## src/rtl/mmio_glue_pkg.sv

```systemverilog
package mmio_glue_pkg;
   typedef enum logic [1:0] {
      SEL_MEM  = 2'b00,
      SEL_DEV1 = 2'b01,
      SEL_DEV2 = 2'b10,
      SEL_NONE = 2'b11
   } rd_sel_t;

   localparam int unsigned NUM_DEV = 2;
endpackage

```

## src/rtl/mmio_addr_decode.sv

```systemverilog
module mmio_addr_decode
   import mmio_glue_pkg::*;
#(
   parameter int unsigned             ADDR_W     = 32,
   parameter logic [ADDR_W-1:0]       DEV1_ADDR  = 32'hFFFF_FFF4,
   parameter logic [ADDR_W-1:0]       DEV2_ADDR  = 32'hFFFF_FFF8,
   parameter int unsigned             IGNORE_LSB = 0
) (
   input  logic [ADDR_W-1:0]  addr,
   input  logic               wr,
   output logic               mem_we,
   output logic [NUM_DEV-1:0] dev_we,
   output rd_sel_t            sel
);
   localparam int unsigned CMP_LO = IGNORE_LSB;

   logic hit1, hit2;

   generate
      if (IGNORE_LSB == 0) begin : g_full
         assign hit1 = (addr == DEV1_ADDR);
         assign hit2 = (addr == DEV2_ADDR);
      end else begin : g_partial
         assign hit1 = (addr[ADDR_W-1:CMP_LO] == DEV1_ADDR[ADDR_W-1:CMP_LO]);
         assign hit2 = (addr[ADDR_W-1:CMP_LO] == DEV2_ADDR[ADDR_W-1:CMP_LO]);
      end
   endgenerate

   always_comb begin
      if (hit1)      sel = SEL_DEV1;
      else if (hit2) sel = SEL_DEV2;
      else           sel = SEL_MEM;
   end

   always_comb begin
      dev_we[0] = wr & hit1;
      dev_we[1] = wr & hit2 & ~hit1;
      mem_we    = wr & ~hit1 & ~hit2;
   end
endmodule

```

## src/rtl/mmio_hold_reg.sv

```systemverilog
module mmio_hold_reg #(
   parameter int unsigned      DATA_W = 32,
   parameter logic [DATA_W-1:0] RST_VAL = '0
) (
   input  logic              clk,
   input  logic              rst_n,
   input  logic              en,
   input  logic [DATA_W-1:0] d,
   output logic [DATA_W-1:0] q
);
   always_ff @(posedge clk or negedge rst_n) begin
      if (!rst_n)  q <= RST_VAL;
      else if (en) q <= d;
   end
endmodule

```

## src/rtl/mmio_rdata_mux.sv

```systemverilog
module mmio_rdata_mux
   import mmio_glue_pkg::*;
#(
   parameter int unsigned DATA_W = 32
) (
   input  rd_sel_t                  sel,
   input  logic [DATA_W-1:0]        mem_data,
   input  logic [NUM_DEV-1:0][DATA_W-1:0] dev_data,
   output logic [DATA_W-1:0]        rdata
);
   always_comb begin
      unique case (sel)
         SEL_MEM:  rdata = mem_data;
         SEL_DEV1: rdata = dev_data[0];
         SEL_DEV2: rdata = dev_data[1];
         default:  rdata = '0;
      endcase
   end
endmodule

```

## src/rtl/mmio_glue.sv

```systemverilog
module mmio_glue
   import mmio_glue_pkg::*;
#(
   parameter int unsigned       ADDR_W     = 32,
   parameter int unsigned       DATA_W     = 32,
   parameter logic [ADDR_W-1:0] DEV1_ADDR  = 32'hFFFF_FFF4,
   parameter logic [ADDR_W-1:0] DEV2_ADDR  = 32'hFFFF_FFF8,
   parameter int unsigned       IGNORE_LSB = 0
) (
   input  logic              clk,
   input  logic              rst_n,
   input  logic [ADDR_W-1:0] cpu_addr,
   input  logic              cpu_we,
   input  logic [DATA_W-1:0] cpu_wdata,
   output logic [DATA_W-1:0] cpu_rdata,
   input  logic [DATA_W-1:0] mem_rdata,
   output logic              mem_we,
   output logic              dev1_we,
   output logic              dev2_we,
   output logic [1:0]        rd_sel,
   output logic [DATA_W-1:0] dev1_q,
   output logic [DATA_W-1:0] dev2_q
);
   generate
      if (IGNORE_LSB >= ADDR_W) begin : g_bad_lsb
         $error("IGNORE_LSB must be below ADDR_W");
      end
      if (ADDR_W < 2 || DATA_W < 1) begin : g_bad_width
         $error("ADDR_W and DATA_W too small");
      end
      if ((DEV1_ADDR >> IGNORE_LSB) == (DEV2_ADDR >> IGNORE_LSB)) begin : g_bad_map
         $error("device addresses overlap under the chosen decode");
      end
   endgenerate

   logic [NUM_DEV-1:0]             dev_we;
   logic [NUM_DEV-1:0][DATA_W-1:0] dev_q;
   rd_sel_t                        sel;

   mmio_addr_decode #(
      .ADDR_W    (ADDR_W),
      .DEV1_ADDR (DEV1_ADDR),
      .DEV2_ADDR (DEV2_ADDR),
      .IGNORE_LSB(IGNORE_LSB)
   ) u_dec (
      .addr   (cpu_addr),
      .wr     (cpu_we),
      .mem_we (mem_we),
      .dev_we (dev_we),
      .sel    (sel)
   );

   for (genvar i = 0; i < NUM_DEV; i++) begin : g_dev
      mmio_hold_reg #(.DATA_W(DATA_W)) u_reg (
         .clk   (clk),
         .rst_n (rst_n),
         .en    (dev_we[i]),
         .d     (cpu_wdata),
         .q     (dev_q[i])
      );
   end

   mmio_rdata_mux #(.DATA_W(DATA_W)) u_mux (
      .sel      (sel),
      .mem_data (mem_rdata),
      .dev_data (dev_q),
      .rdata    (cpu_rdata)
   );

   assign dev1_we = dev_we[0];
   assign dev2_we = dev_we[1];
   assign rd_sel  = sel;
   assign dev1_q  = dev_q[0];
   assign dev2_q  = dev_q[1];
endmodule

```

## config.mk

```make
export PLATFORM = sky130hd
export DESIGN_NAME = mmio_glue
export DESIGN_NICKNAME = d
export VERILOG_FILES = /design/src/rtl/mmio_glue_pkg.sv /design/src/rtl/mmio_addr_decode.sv /design/src/rtl/mmio_hold_reg.sv /design/src/rtl/mmio_rdata_mux.sv /design/src/rtl/mmio_glue.sv
export SDC_FILE = /design/constraint.sdc
export NUM_CORES = 1
export LEC_CHECK = 0
export BUFFER_PORTS_ARGS = -buffer_cell sky130_fd_sc_hd__buf_2
export CORE_AREA = 2 2 90 110
export CTS_CLUSTER_DIAMETER = 100
export DETAILED_ROUTE_END_ITERATION = 10
export DIE_AREA = 0 0 92 112
export PLACE_DENSITY = 0.77
export SLEW_MARGIN = 20
export SYNTH_ARGS = -nofsm -noshare
export SYNTH_HDL_FRONTEND = slang
export SYNTH_SLANG_ARGS = --single-unit
```

## constraint.sdc

```tcl
create_clock -name clk -period 2.65 [get_ports clk]
set_clock_uncertainty 0.2 [all_clocks]
set_input_delay 0.265 -clock clk [delete_from_list [all_inputs] [get_ports clk]]
set_output_delay 0.265 -clock clk [all_outputs]
set_load 0.05 [all_outputs]
```

Word level (Yosys, flattened, before mapping)
Index checks and enable logic that the tools add are counted.
{"block": "word_totals", "reg_bits": 64, "input_bits": 99, "out_inout_bits": 101, "word_cells": 17}
{"block": "classes", "n_eq_ne": 4, "muxes": 3, "n_bitwise": 7, "n_reduce_logical": 1}
{"cell": "$pmux W32 S3", "n": 1}
{"cell": "$eq A32 B32 Y1 const B", "n": 2}
{"cell": "$and A1 B1 Y1", "n": 5}
{"cell": "$mux W2", "n": 2}
{"cell": "$eq A2 B1 Y1 const B", "n": 1}
{"cell": "$eq A2 B2 Y1 const B", "n": 1}
{"cell": "$logic_not A2 Y1", "n": 1}
{"cell": "$not A1 Y1", "n": 2}

Depth between registers and ports, before layout
Gate-level depths: netlist of run 1.
{"block": "depth", "word_depth": 5, "depth_mapped": 5, "mapped_depth_nobuf": 4}

By module
A second synthesis of run 1 with hierarchy kept.
{"block": "hier_totals", "cells_unflattened": 233, "hier_area_um2": 3624.7}
{"module": "mmio_hold_reg", "instances": 2, "cells_each": 68, "area_each_um2": 1345.0, "seq_area_each_um2": 800.8}
{"module": "mmio_rdata_mux", "instances": 1, "cells_each": 77, "area_each_um2": 787.0, "seq_area_each_um2": 0.0}
{"module": "mmio_addr_decode", "instances": 1, "cells_each": 20, "area_each_um2": 147.6, "seq_area_each_um2": 0.0}

Least setup slack after synthesis of run 1
No wires, ideal clock.
{"block": "synth_path", "path_type": "input -> output", "from": "input cpu_addr[0]", "to": "output cpu_rdata[18]", "arrival_ps": 2175, "required_time_ps": 2185, "slack_ps": 10, "stages": 5, "path_buffers": 1, "cell_sequence": "nand4bb_1 > nor4_4 > nand2_1 > clkbuf_1 > o2bb2ai_1"}
{"block": "synth_via", "elab_chain_len": 5, "elab_cells_between_ends": 8, "cone_classes": "eq/ne: 4; mux: 3; reduce/logical: 1"}
{"item": "start, declared", "line": "mmio_glue.sv:12", "source": "input logic [ADDR_W-1:0] cpu_addr,"}
{"item": "$eq A32 B32 Y1", "line": "mmio_addr_decode.sv:22", "source": "assign hit2 = (addr == DEV2_ADDR);"}
{"item": "$mux W2", "line": "mmio_addr_decode.sv:31", "source": "else if (hit2) sel = SEL_DEV2;"}
{"item": "$mux W2 (*)", "line": "mmio_addr_decode.sv:30", "source": "if (hit1) sel = SEL_DEV1;"}
{"item": "$eq A2 B2 Y1, or another cell as far along", "line": "mmio_rdata_mux.sv:12", "source": "unique case (sel)"}
{"item": "$pmux W32 S3 (*)", "line": "mmio_rdata_mux.sv:12"}
{"item": "end, declared", "line": "mmio_glue.sv:15", "source": "output logic [DATA_W-1:0] cpu_rdata,"}
Mark *: on every way between the ends. The rest lies on a longest branch, timed or not.

Worst setup path after layout of run 1
{"block": "layout_path", "from": "input cpu_addr[12]", "to": "output cpu_rdata[10]"}
The elaborated chain is that of the path after synthesis.

==> results of run 1 <==
## kinds of logic (layout without fill, tap and decap cells)
kind of cell / Yosys count / in the layout
multiplexers: 64 / 64
flip-flops: 64 / 64
AND/OR/NAND/NOR: 22 / 22
AO/OA/AOI/OAI: 65 / 65
buffers and inverters: 21 / 261
## power by group through the flow
stage / logic [mW] / registers, mW / clock network [mW]
after global placement: 0.277 / 0.995 / 0
after floorplan: 0.142 / 0.995 / 0
after global routing: 0.339 / 0.977 / 1.34
after CTS: 0.319 / 0.978 / 1.29
after detailed placement: 0.281 / 0.995 / 0
final: 0.319 / 0.978 / 1.25
## synthesized netlist by cell type
cell	count	area [um^2]
dfrtp_1	64	1600
mux2_2	46	518
a22oi_1	32	240
o2bb2ai_1	32	280
mux2_1	18	203
clkbuf_1	14	52.6
buf_6	6	67.6
nand4_1	6	37.5
nand2_1	4	15.0
and3_1	2	12.5
nand4_4	2	42.5
nor2_1	2	7.51
nor2b_1	2	12.5
nor4_4	2	42.5
and2_1	1	6.26
buf_4	1	7.51
nand4bb_1	1	11.3
o211ai_1	1	7.51
## per-layer routing
layer  vias to the layer above  track usage
li1                       1388            -
met1                      1477        0.195
met2                       153        0.356
met3                        19       0.0453
met4                         0       0.0637
met5                         -            0
## stage by stage
stage               cells   util
finish                599  0.536
global route          599  0.536
CTS                   599  0.536
detailed placement    550  0.465
global placement      550  0.465
floorplan             236      -
## final timing paths
check                                  endpoint  slack [ps]
setup / recovery                  cpu_rdata[10]         310
hold / removal             g_dev[0].u_reg.q[17]         310
setup reg to reg           g_dev[0].u_reg.q[10]        1600
hold reg to reg            g_dev[0].u_reg.q[30]         320
max in group asynchronous  g_dev[1].u_reg.q[16]        1310
min in group clk           g_dev[0].u_reg.q[30]         320
## final cells by class
class	count	area share
clock buffer	11	0.0489
clock inverter	5	0.0161
multi-input combinational	151	0.292
sequential	64	0.323
tap	123	0.0310
timing repair buffer	245	0.289
## timing repair
item | 4_1_cts | 5_1_grt
setup buffers | 0 | 0
hold buffers | 33 | 0
endpoints found under the hold margin | 87 | 0
## critical path: cells and delay by family
| family | cells | cell delay [ps] |
|---|---|---|
| AO/OA/AOI/OAI | 1 | 190 |
| buffers and inverters | 3 | 620 |
| AND/OR/NAND/NOR | 3 | 800 |
==> summary.md, run 1 <==
| Metric | Value |
|---|---|
| Core area | `roughly 9300 um^2` |
| Crit path time final | `roughly 2300 ps` |
| Routed length on met1 | `roughly 3500 um` |
| Syn_area_per_cell | `between 10 and 15 um^2` |
| Largest net degree at the start of global routing | `41` |
| GRT Resource Usage Total | `0.186` |
| Clock power frac | `0.491` |
| Vias in the first global route | `about 3100` |
| Total clock buffers created by CTS | `9` |
| Clock buffer depth | `2` |
| Final Hold Viols | `0` |
| Slew Viols, Final | `0` |
| Crit-path max cell delay | `about 520 ps` |
| Initial antenna violation count | `0` |
| Post-synthesis mux area share | `0.228` |
| Worst EP required | `~2200 ps` |
| Least-Margin Pin Slew | `just over 600 ps` |
| Synth Area in Adders | `0` |
| Layout Nets | `570` |
| Worst path most repeated cell | `buf_2` |
| Placement Cell Area | `roughly 4300 um^2` |
| Slew headroom | `0.587` |
| Top flop regs | `g_dev.u_reg.q: 64 flops` |
| P&R area growth vs syn | `56.9%` |
| Final RePlAce weighted congestion | `0.744` |
| VDD IR max | `approximately 0.00033 V` |
| Wirelength, routed | `9680 um` |
| Hold WC Path Type | `primary input to async pin` |
| CP endpoint kind | `primary output` |
| Netlist Area Pre-Place | `roughly 3200 um^2` |
| DIE AREA | `roughly 10000 um^2` |
| FF+latch count, synth | `64` |
| Initial DRT Pass Iterations | `5` |
| Clk sinks | `64` |
| DR WL met3 | `598 um` |
| Most frequent cells in the layout | `199 x buf_2, 64 x dfrtp_1, 46 x mux2_2` |
| DP HPWL | `between 6000 and 7000 um` |
| Setup-failing EPs final | `0` |
| Hold WS | `311 ps` |
| Metal2 WL | `between 5000 and 6000 um` |
| Comb power frac | `0.125` |
| Int Pwr | `1.96 mW` |
| Drt via density | `roughly 5.1` |
| CP Launch Type | `primary input` |
| Max FFs per register | `between 60 and 70` |
| # diodes | `0` |
| Chip Width | `between 90 and 100 um` |
| Routed vias | `just over 3000` |
| Total Power | `2.55 mW` |
| # port buffers | `a little under 200` |
| YS warnings | `0` |
| First-pass GRT wire length | `15300 um` |
| Root buffer cell | `clkbuf_16` |
| Multi-input logic area | `about 1500 um^2` |
| Setup ws final | `approximately 310 ps` |
| Pwr dens | `513 nW/um^2` |
| # resized after CTS | `0` |
| Worst skew pair latency | `~310 ps` |
| Max Freq | `between 400 and 500 MHz` |
| Setup TNS | `0 ps` |
| RR Startpoint | `g_dev[0].u_reg.q[10]` |
| Worst Reg-to-Reg Cells | `1` |
| Critical path arrival | `around 1900 ps` |
| Place WS | `approximately 320 ps` |
| Net Sw Frac | `0.233` |
| Chip height | `about 110 um` |
| XOR/XNOR Fraction of Synth Area | `0` |
| Status | `complete, no violations` |
| Initial core utilization | `0.341` |
| Net Count, Synth | `between 300 and 400` |
| Leakage | `about 2.7 nW` |
| Setup CP Type | `primary input to primary output` |
| Seq pwr share | `0.384` |
| CTS tree | `done` |
| Post-route ant nets | `0` |
| Num ports | `200` |
| Post-Synth Simple-Gate Area | `0.0593` |
| CP max FO | `21` |
| Slowest-stage cell, CP | `nor4_4` |
| Register area | `about 1600 um^2` |
| Sequential area share after synthesis | `0.506` |
| Setup crit start | `cpu_addr[12]` |
| H-tree levels | `3` |
| Fillers | `~820` |
| Top sig layer | `met4` |
| Net Switching | `0.595 mW` |
| Most flops, register | `g_dev.u_reg.q` |
| MaxCap Viol Count | `0` |
| Compound-cell area share of the yosys netlist | `0.167` |
| Clock transition at path regs | `about 50 ps` |
| Congestion Overflow GR | `0` |
| Final period util | `0.884` |
| Initial DRC count | `150` |
| Netlist cell types | `18` |
| Synthesized instance count | `236` |
| Crit-path cells | `buf_2, nand4_1, nor4_4, nand2_1, buf_4, o2bb2ai_1, buf_2` |
| Routed WL per cell | `about 16 um` |
| Commonest non-fill, non-tap cell in the layout | `buf_2` |
| Layout cell share with drive strength beyond 1 | `0.586` |
| RSZ-0062 raised after global routing | `false` |
| Main combinational cell family by area after synthesis | `multiplexers` |
| DRC errors left | `0` |
| # rows | `39` |
| Design area | `about 5000 um^2` |
Note: power is estimated with default switching activity, not from simulation.
==> run 2: changes to the inputs <==
Settings changed: CORE_AREA 2 2 90 110 to 2 2 79 96, DIE_AREA 0 0 92 112 to 0 0 81 98, PLACE_DENSITY 0.77 to 0.94.
==> summary.md, run 2 (same netlist as run 1, synthesis figures left out) <==
| Metric | Value |
|---|---|
| Final period util | `0.842 (-0.0429)` |
| Leakage | `2.66 nW (-1.6%)` |
| Routed vias | `3100 (+2.1%)` |
| Congestion Overflow GR | `0 (unchanged)` |
| Final Hold Viols | `0 (unchanged)` |
| Clk sinks | `64 (unchanged)` |
| Crit path time final | `2230 ps (-114 ps)` |
| MaxCap Viol Count | `0 (unchanged)` |
| DRC errors left | `0 (unchanged)` |
| Setup-failing EPs final | `0 (unchanged)` |
| RR Startpoint | `g_dev[0].u_reg.q[9]` |
| Int Pwr | `1.66 mW (-15%)` |
| Setup TNS | `0 ps (unchanged)` |
| CTS tree | `done` |
| Max FFs per register | `64 (unchanged)` |
| # diodes | `0 (unchanged)` |
| Layout cell share with drive strength beyond 1 | `0.582 (-0.00420)` |
| Placement Cell Area | `4270 um^2 (-0.96%)` |
| Max Freq | `448 MHz (+5.1%)` |
| Chip height | `98 um (-13%)` |
| Worst skew pair latency | `320 ps (about the same)` |
| Net Sw Frac | `0.246 (+0.0129)` |
| H-tree levels | `3 (unchanged)` |
| Layout Nets | `570 (unchanged)` |
| Initial core utilization | `0.448 (+0.107)` |
| Chip Width | `81 um (-12%)` |
| # resized after CTS | `0 (unchanged)` |
| Clock transition at path regs | `70 ps (+20 ps)` |
| Final RePlAce weighted congestion | `0.722 (-2.9%)` |
| Num ports | `200 (unchanged)` |
| Wirelength, routed | `9930 um (+2.6%)` |
| Slew Viols, Final | `0 (unchanged)` |
| Initial antenna violation count | `0 (unchanged)` |
| Clock buffer depth | `2 (unchanged)` |
| Largest net degree at the start of global routing | `37 (-9.8%)` |
| Status | `complete, no violations` |
| GRT Resource Usage Total | `0.248 (+0.0616)` |
| Core area | `7060 um^2 (-24%)` |
| Design area | `4820 um^2 (-3.0%)` |
| CP endpoint kind | `primary output` |
| Multi-input logic area | `1450 um^2 (unchanged)` |
| Drt via density | `5.48 (+8.0%)` |
| Final Util | `0.682 (+0.146)` |
| Worst EP required | `2180 ps (about the same)` |
| Commonest non-fill, non-tap cell in the layout | `buf_2` |
| Least-Margin Pin Slew | `680 ps (+60.1 ps)` |
| # rows | `34 (-13%)` |
| Initial DRT Pass Iterations | `5 (unchanged)` |
| DP HPWL | `6760 um (-1.5%)` |
| Initial DRC count | `104 (-31%)` |
| Pwr dens | `458 nW/um^2 (-11%)` |
| Hold WS | `316 ps (+4.48 ps)` |
| Register area | `1600 um^2 (unchanged)` |
| Seq pwr share | `0.443 (+0.059)` |
| RSZ-0062 raised after global routing | `false` |
| Net Switching | `0.543 mW (-8.7%)` |
| Slew headroom | `0.547 (-0.0401)` |
| Top flop regs | `g_dev.u_reg.q: 64 flops` |
| Most frequent cells in the layout | `199 x buf_2, 64 x dfrtp_1, 46 x mux2_2` |
| Comb power frac | `0.146 (+0.021)` |
| # port buffers | `199 (unchanged)` |
| DIE AREA | `7940 um^2 (-23%)` |
| Routed WL per cell | `17.5 um (+8.6%)` |
| Total clock buffers created by CTS | `9 (unchanged)` |
| Hold WC Path Type | `primary input to async pin` |
| Clock power frac | `0.411 (-0.080)` |
| Setup CP Type | `primary input to primary output` |
| First-pass GRT wire length | `15100 um (-1.2%)` |
| CP Launch Type | `primary input` |
| Setup crit start | `cpu_addr[0]` |
| Vias in the first global route | `3214 (+2.1%)` |
| Fillers | `518 (-37%)` |
| P&R area growth vs syn | `52.1%` |
| Post-route ant nets | `0 (unchanged)` |
| Most flops, register | `g_dev.u_reg.q` |
| VDD IR max | `0.000400 V (+21%)` |
| Critical path arrival | `1770 ps (-110 ps)` |
| Root buffer cell | `clkbuf_8` |
| CP max FO | `17 (-19%)` |
-- run 2: changes by cell type in the layout (fill, tap and decap cells not counted), sizes merged --
cell / change
clkbuf: +2
clkinvlp: -2
-- run 2: stage by stage --
stage	std cells	power [mW]	setup slack [ps]
after floorplan	236	1.14	10.1
final	566	2.21	420
after global placement	517	1.27	474
after global routing	566	2.29	370
after detailed placement	517	1.28	431
after CTS	566	2.23	433
-- run 2: repair_timing --
action,4_1_cts,5_1_grt
hold endpoints to repair,92,0
endpoints found under the setup margin,0,0
buffers inserted,0,0
hold buffers,33,0
-- run 2: power by group through the flow --
stage	Clock, mW	Combinational (mW)	Sequential (mW)
final	0.907	0.323	0.977
after detailed placement	0	0.282	0.995
after floorplan	0	0.142	0.995
after CTS	0.930	0.320	0.977
after global placement	0	0.274	0.995
after global routing	0.968	0.342	0.976
-- run 2: area by class of cell --
class                           instances  area share
Timing Repair Buffer                  245       0.298
Clock inverter                          3      0.0135
Tap cell                               90      0.0234
Multi-Input combinational cell        151       0.301
Clock buffer                           13      0.0309
Sequential cell                        64       0.333
-- run 2: per-layer routing --
layer	up-vias	wire length, um	track usage
li1	1391	-	-
met1	1547	3450	0.255
met2	147	5610	0.472
met3	15	698	0.0499
met4	0	165	0.0991
met5	-	0	0
-- run 2: worst paths after layout --
| path | end | slack, ps | depth (start not counted) |
|---|---|---|---|
| max in group asynchronous | g_dev[0].u_reg.q[7] | 1310 | 3 |
| worst min register to register | g_dev[0].u_reg.q[30] | 320 | 1 |
| min in group clk | g_dev[0].u_reg.q[30] | 320 | 1 |
| worst max register to register | g_dev[0].u_reg.q[9] | 1620 | 1 |
| worst max-delay path | cpu_rdata[0] | 420 | 7 |
| worst min-delay path | g_dev[0].u_reg.q[21] | 320 | 2 |
-- run 2: critical path, cell delays in order --
cell       delay [ps]
buf_2             110
nand4bb_1         240
nor4_4            320
nand2_1           110
buf_4             220
o2bb2ai_1         200
buf_2             290
==> run 3: changes to the inputs <==
Settings changed: ABC_AREA from default to 1, CORE_AREA 2 2 79 96 to 2 2 85 103, DIE_AREA 0 0 81 98 to 0 0 87 105, PLACE_DENSITY 0.94 to 0.9.
Clock period 2.65 ns to 2.3 ns, I/O delays scaled along.
==> summary.md, run 3 <==
| Metric | Value |
|---|---|
| CP endpoint kind | `primary output` |
| Final period util | `0.910` |
| Buffers plus inverters on the worst setup path | `3 (unchanged)` |
| Clock transition at path regs | `70 ps (about the same)` |
| Syn_area_per_cell | `7.19 um^2 (-46%)` |
| CP max FO | `33 (+16)` |
| Total clock buffers created by CTS | `9 (unchanged)` |
| Status | `complete, no violations` |
| Initial core utilization | `0.444 (-0.00444)` |
| GRT Resource Usage Total | `0.256 (+0.00879)` |
| Wirelength, routed | `11800 um (+19%)` |
| Slowest-stage cell, CP | `buf_4` |
| # port buffers | `199 (unchanged)` |
| YS warnings | `0 (unchanged)` |
| Drt via density | `5.12 (-6.4%)` |
| DRC errors left | `0 (unchanged)` |
| Crit-path max cell delay | `370 ps (+50 ps)` |
| Max FFs per register | `64 (unchanged)` |
| Clk sinks | `64 (unchanged)` |
| Predominant post-synthesis flop cell | `dfrtp_1` |
| Vias in the first global route | `3990 (+24%)` |
| Total Power | `2.33 mW (+5.5%)` |
| Post-Synth Simple-Gate Area | `0.321 (+0.262)` |
| Net Count, Synth | `597 (+78%)` |
| Routed vias | `4202 (+36%)` |
| Commonest non-fill, non-tap cell in the layout | `buf_2` |
| XOR/XNOR Fraction of Synth Area | `0 (unchanged)` |
| Post-synth ARST share | `1.00 (unchanged)` |
| Routed WL per cell | `14.4 um (-18%)` |
| Cell taking the most area after synthesis | `dfrtp_1` |
| Sequential area share after synthesis | `0.448 (-0.0584)` |
| Setup CP Type | `primary input to primary output` |
| Ranking of synthesized cells by area | `dfrtp_1 45%, nand2_1 16%, nand3_1 13%` |
| Clock buffer depth | `2 (unchanged)` |
| Crit path time final | `2090 ps` |
| Worst skew pair latency | `330 ps (about the same)` |
| Critical path's top delay family | `buffers and inverters` |
| Final Util | `0.632 (-0.0501)` |
| # rows | `36 (+5.9%)` |
| Netlist cell types | `13 (-5)` |
| Post-synthesis mux area share | `0 (-0.228)` |
| Layout Nets | `820 (+44%)` |
| Chip height | `105 um (+7.1%)` |
| Root buffer cell | `clkbuf_8` |
| Num ports | `200 (unchanged)` |
| EDFF count, synth | `0 (unchanged)` |
| H-tree levels | `3 (unchanged)` |
| # diodes | `0 (unchanged)` |
| Slew headroom | `0.518 (-0.0288)` |
| Setup TNS | `0 ps (unchanged)` |
| Post-synth top cells | `152 x nand2_1, 96 x nand3_1, 72 x inv_1` |
| Core area | `8060 um^2 (+14%)` |
| Final RePlAce weighted congestion | `0.779 (+7.9%)` |
| Synthesized instance count | `498 (+110%)` |
| Least-Margin Pin Slew | `723 ps (+43.1 ps)` |
| Setup ws final | `207 ps (-213 ps)` |
| Final Hold Viols | `0 (unchanged)` |
| Setup-failing EPs final | `0 (unchanged)` |
| Chip Width | `87 um (+7.4%)` |
| Layout cell share with drive strength beyond 1 | `0.317 (-0.265)` |
| Initial DRT Pass Iterations | `5 (unchanged)` |
| Post-route ant nets | `0 (unchanged)` |
| P&R area growth vs syn | `42.4%` |
| Slew Viols, Final | `0 (unchanged)` |
| Initial DRC count | `314 (+200%)` |
| Top flop regs | `g_dev.u_reg.q: 64 flops` |
| Pwr dens | `457 nW/um^2 (-0.24%)` |
| Place WS | `278 ps (-154 ps)` |
| Worst path most repeated cell | `nand2_1` |
| Hold WC Path Type | `primary input to flip-flop` |
| DIE AREA | `9140 um^2 (+15%)` |
| Most flops, register | `g_dev.u_reg.q` |
| Synth Area in Adders | `0 (unchanged)` |
| Largest net degree at the start of global routing | `41 (+11%)` |
| Critical path arrival | `1660 ps (-110 ps)` |
| Most frequent cells in the layout | `199 x buf_2, 152 x nand2_1, 96 x nand3_1` |
| CP Launch Type | `primary input` |
| Compound-cell area share of the yosys netlist | `0.0895 (-0.0773)` |
| Leakage | `3.03 nW (+14%)` |
| # resized after CTS | `0 (unchanged)` |
| VDD IR max | `0.000297 V (-26%)` |
| FF+latch count, synth | `64 (unchanged)` |
| Main combinational cell family by area after synthesis | `simple AND/OR/NAND/NOR gates` |
| Initial antenna violation count | `0 (unchanged)` |
| Worst EP required | `1870 ps (-310 ps)` |
| Netlist Area Pre-Place | `3580 um^2 (+13%)` |
| MaxCap Viol Count | `0 (unchanged)` |
| Crit-path cells | `buf_2, nand2_1, nor2_1, nand2_1, nor2_4, nand2_1, buf_4, nand3_1, nand2_1, buf_2` |
| Most frequent cell after synthesis | `nand2_1` |
| First-pass GRT wire length | `18300 um (+21%)` |
| CTS tree | `done` |
| RSZ-0062 raised after global routing | `false` |
| Synth top area share | `0.448 (-0.0584)` |
| DP HPWL | `7960 um (+18%)` |
| Congestion Overflow GR | `0 (unchanged)` |
| Max Freq | `478 MHz` |
[run 3: worst min-delay path, stage by stage]
cell and delay (ps):
buf_2 140, nand3_2 110, buf_4 210, o21ai_1 70
[run 3: kinds of logic (layout without fill, tap and decap cells)]
| logic type | Yosys count | after routing |
|---|---|---|
| flip-flops | 64 | 64 |
| buffers and inverters | 106 | 333 |
| AND/OR/NAND/NOR | 264 | 264 |
| AO/OA/AOI/OAI | 64 | 64 |
[run 3: where the power goes]
group	switching (mW)	internal (mW)	total, mW
logic	0.216	0.144	0.359
clock network	0.397	0.447	0.843
registers	0.00000000933	1.13	1.13
total	0.612	1.72	2.33
[run 3: worst paths after layout]
check / startpoint / to / slack (ps) / depth (start not counted)
min in group asynchronous: rst_n / g_dev[0].u_reg.q[1] / 290 / 2
worst min register to register: g_dev[1].u_reg.q[7] / g_dev[1].u_reg.q[7] / 310 / 2
worst max-delay path: cpu_addr[5] / cpu_rdata[28] / 210 / 10
max in group asynchronous: rst_n / g_dev[0].u_reg.q[13] / 960 / 3
worst min-delay path: cpu_we / g_dev[1].u_reg.q[7] / 280 / 4
worst max register to register: g_dev[0].u_reg.q[16] / g_dev[0].u_reg.q[16] / 1400 / 2
[run 3: layout make-up]
class / instances / area, um^2
Clock buffer: 15 / 166
Fill cell: 697 / 2970
Inverter: 72 / 270
Multi-Input combinational cell: 328 / 1470
Sequential cell: 64 / 1600
Tap cell: 95 / 119
Timing Repair Buffer: 246 / 1470
[run 3: metrics by stage]
step	hold slack, ps	std cells	instance area [um^2]
6_report	276	820	5090
3_5_place_dp	129	772	4600
3_3_place_gp	108	772	4600
2_1_floorplan	-266	498	3580
5_1_grt	283	820	5090
4_1_cts	269	820	5090
[run 3: metal layers]
metal / vias up / track usage / share of wire
li1: 2017 / - / -
met1: 1901 / 0.275 / 0.37
met2: 252 / 0.466 / 0.51
met3: 32 / 0.0553 / 0.090
met4: 0 / 0.117 / 0.029
met5: - / 0 / 0
[run 3: timing repair]
| item | CTS | global route |
|---|---|---|
| hold buffers | 33 | 0 |
| hold endpoints to repair | 93 | 0 |
| setup buffers | 0 | 0 |
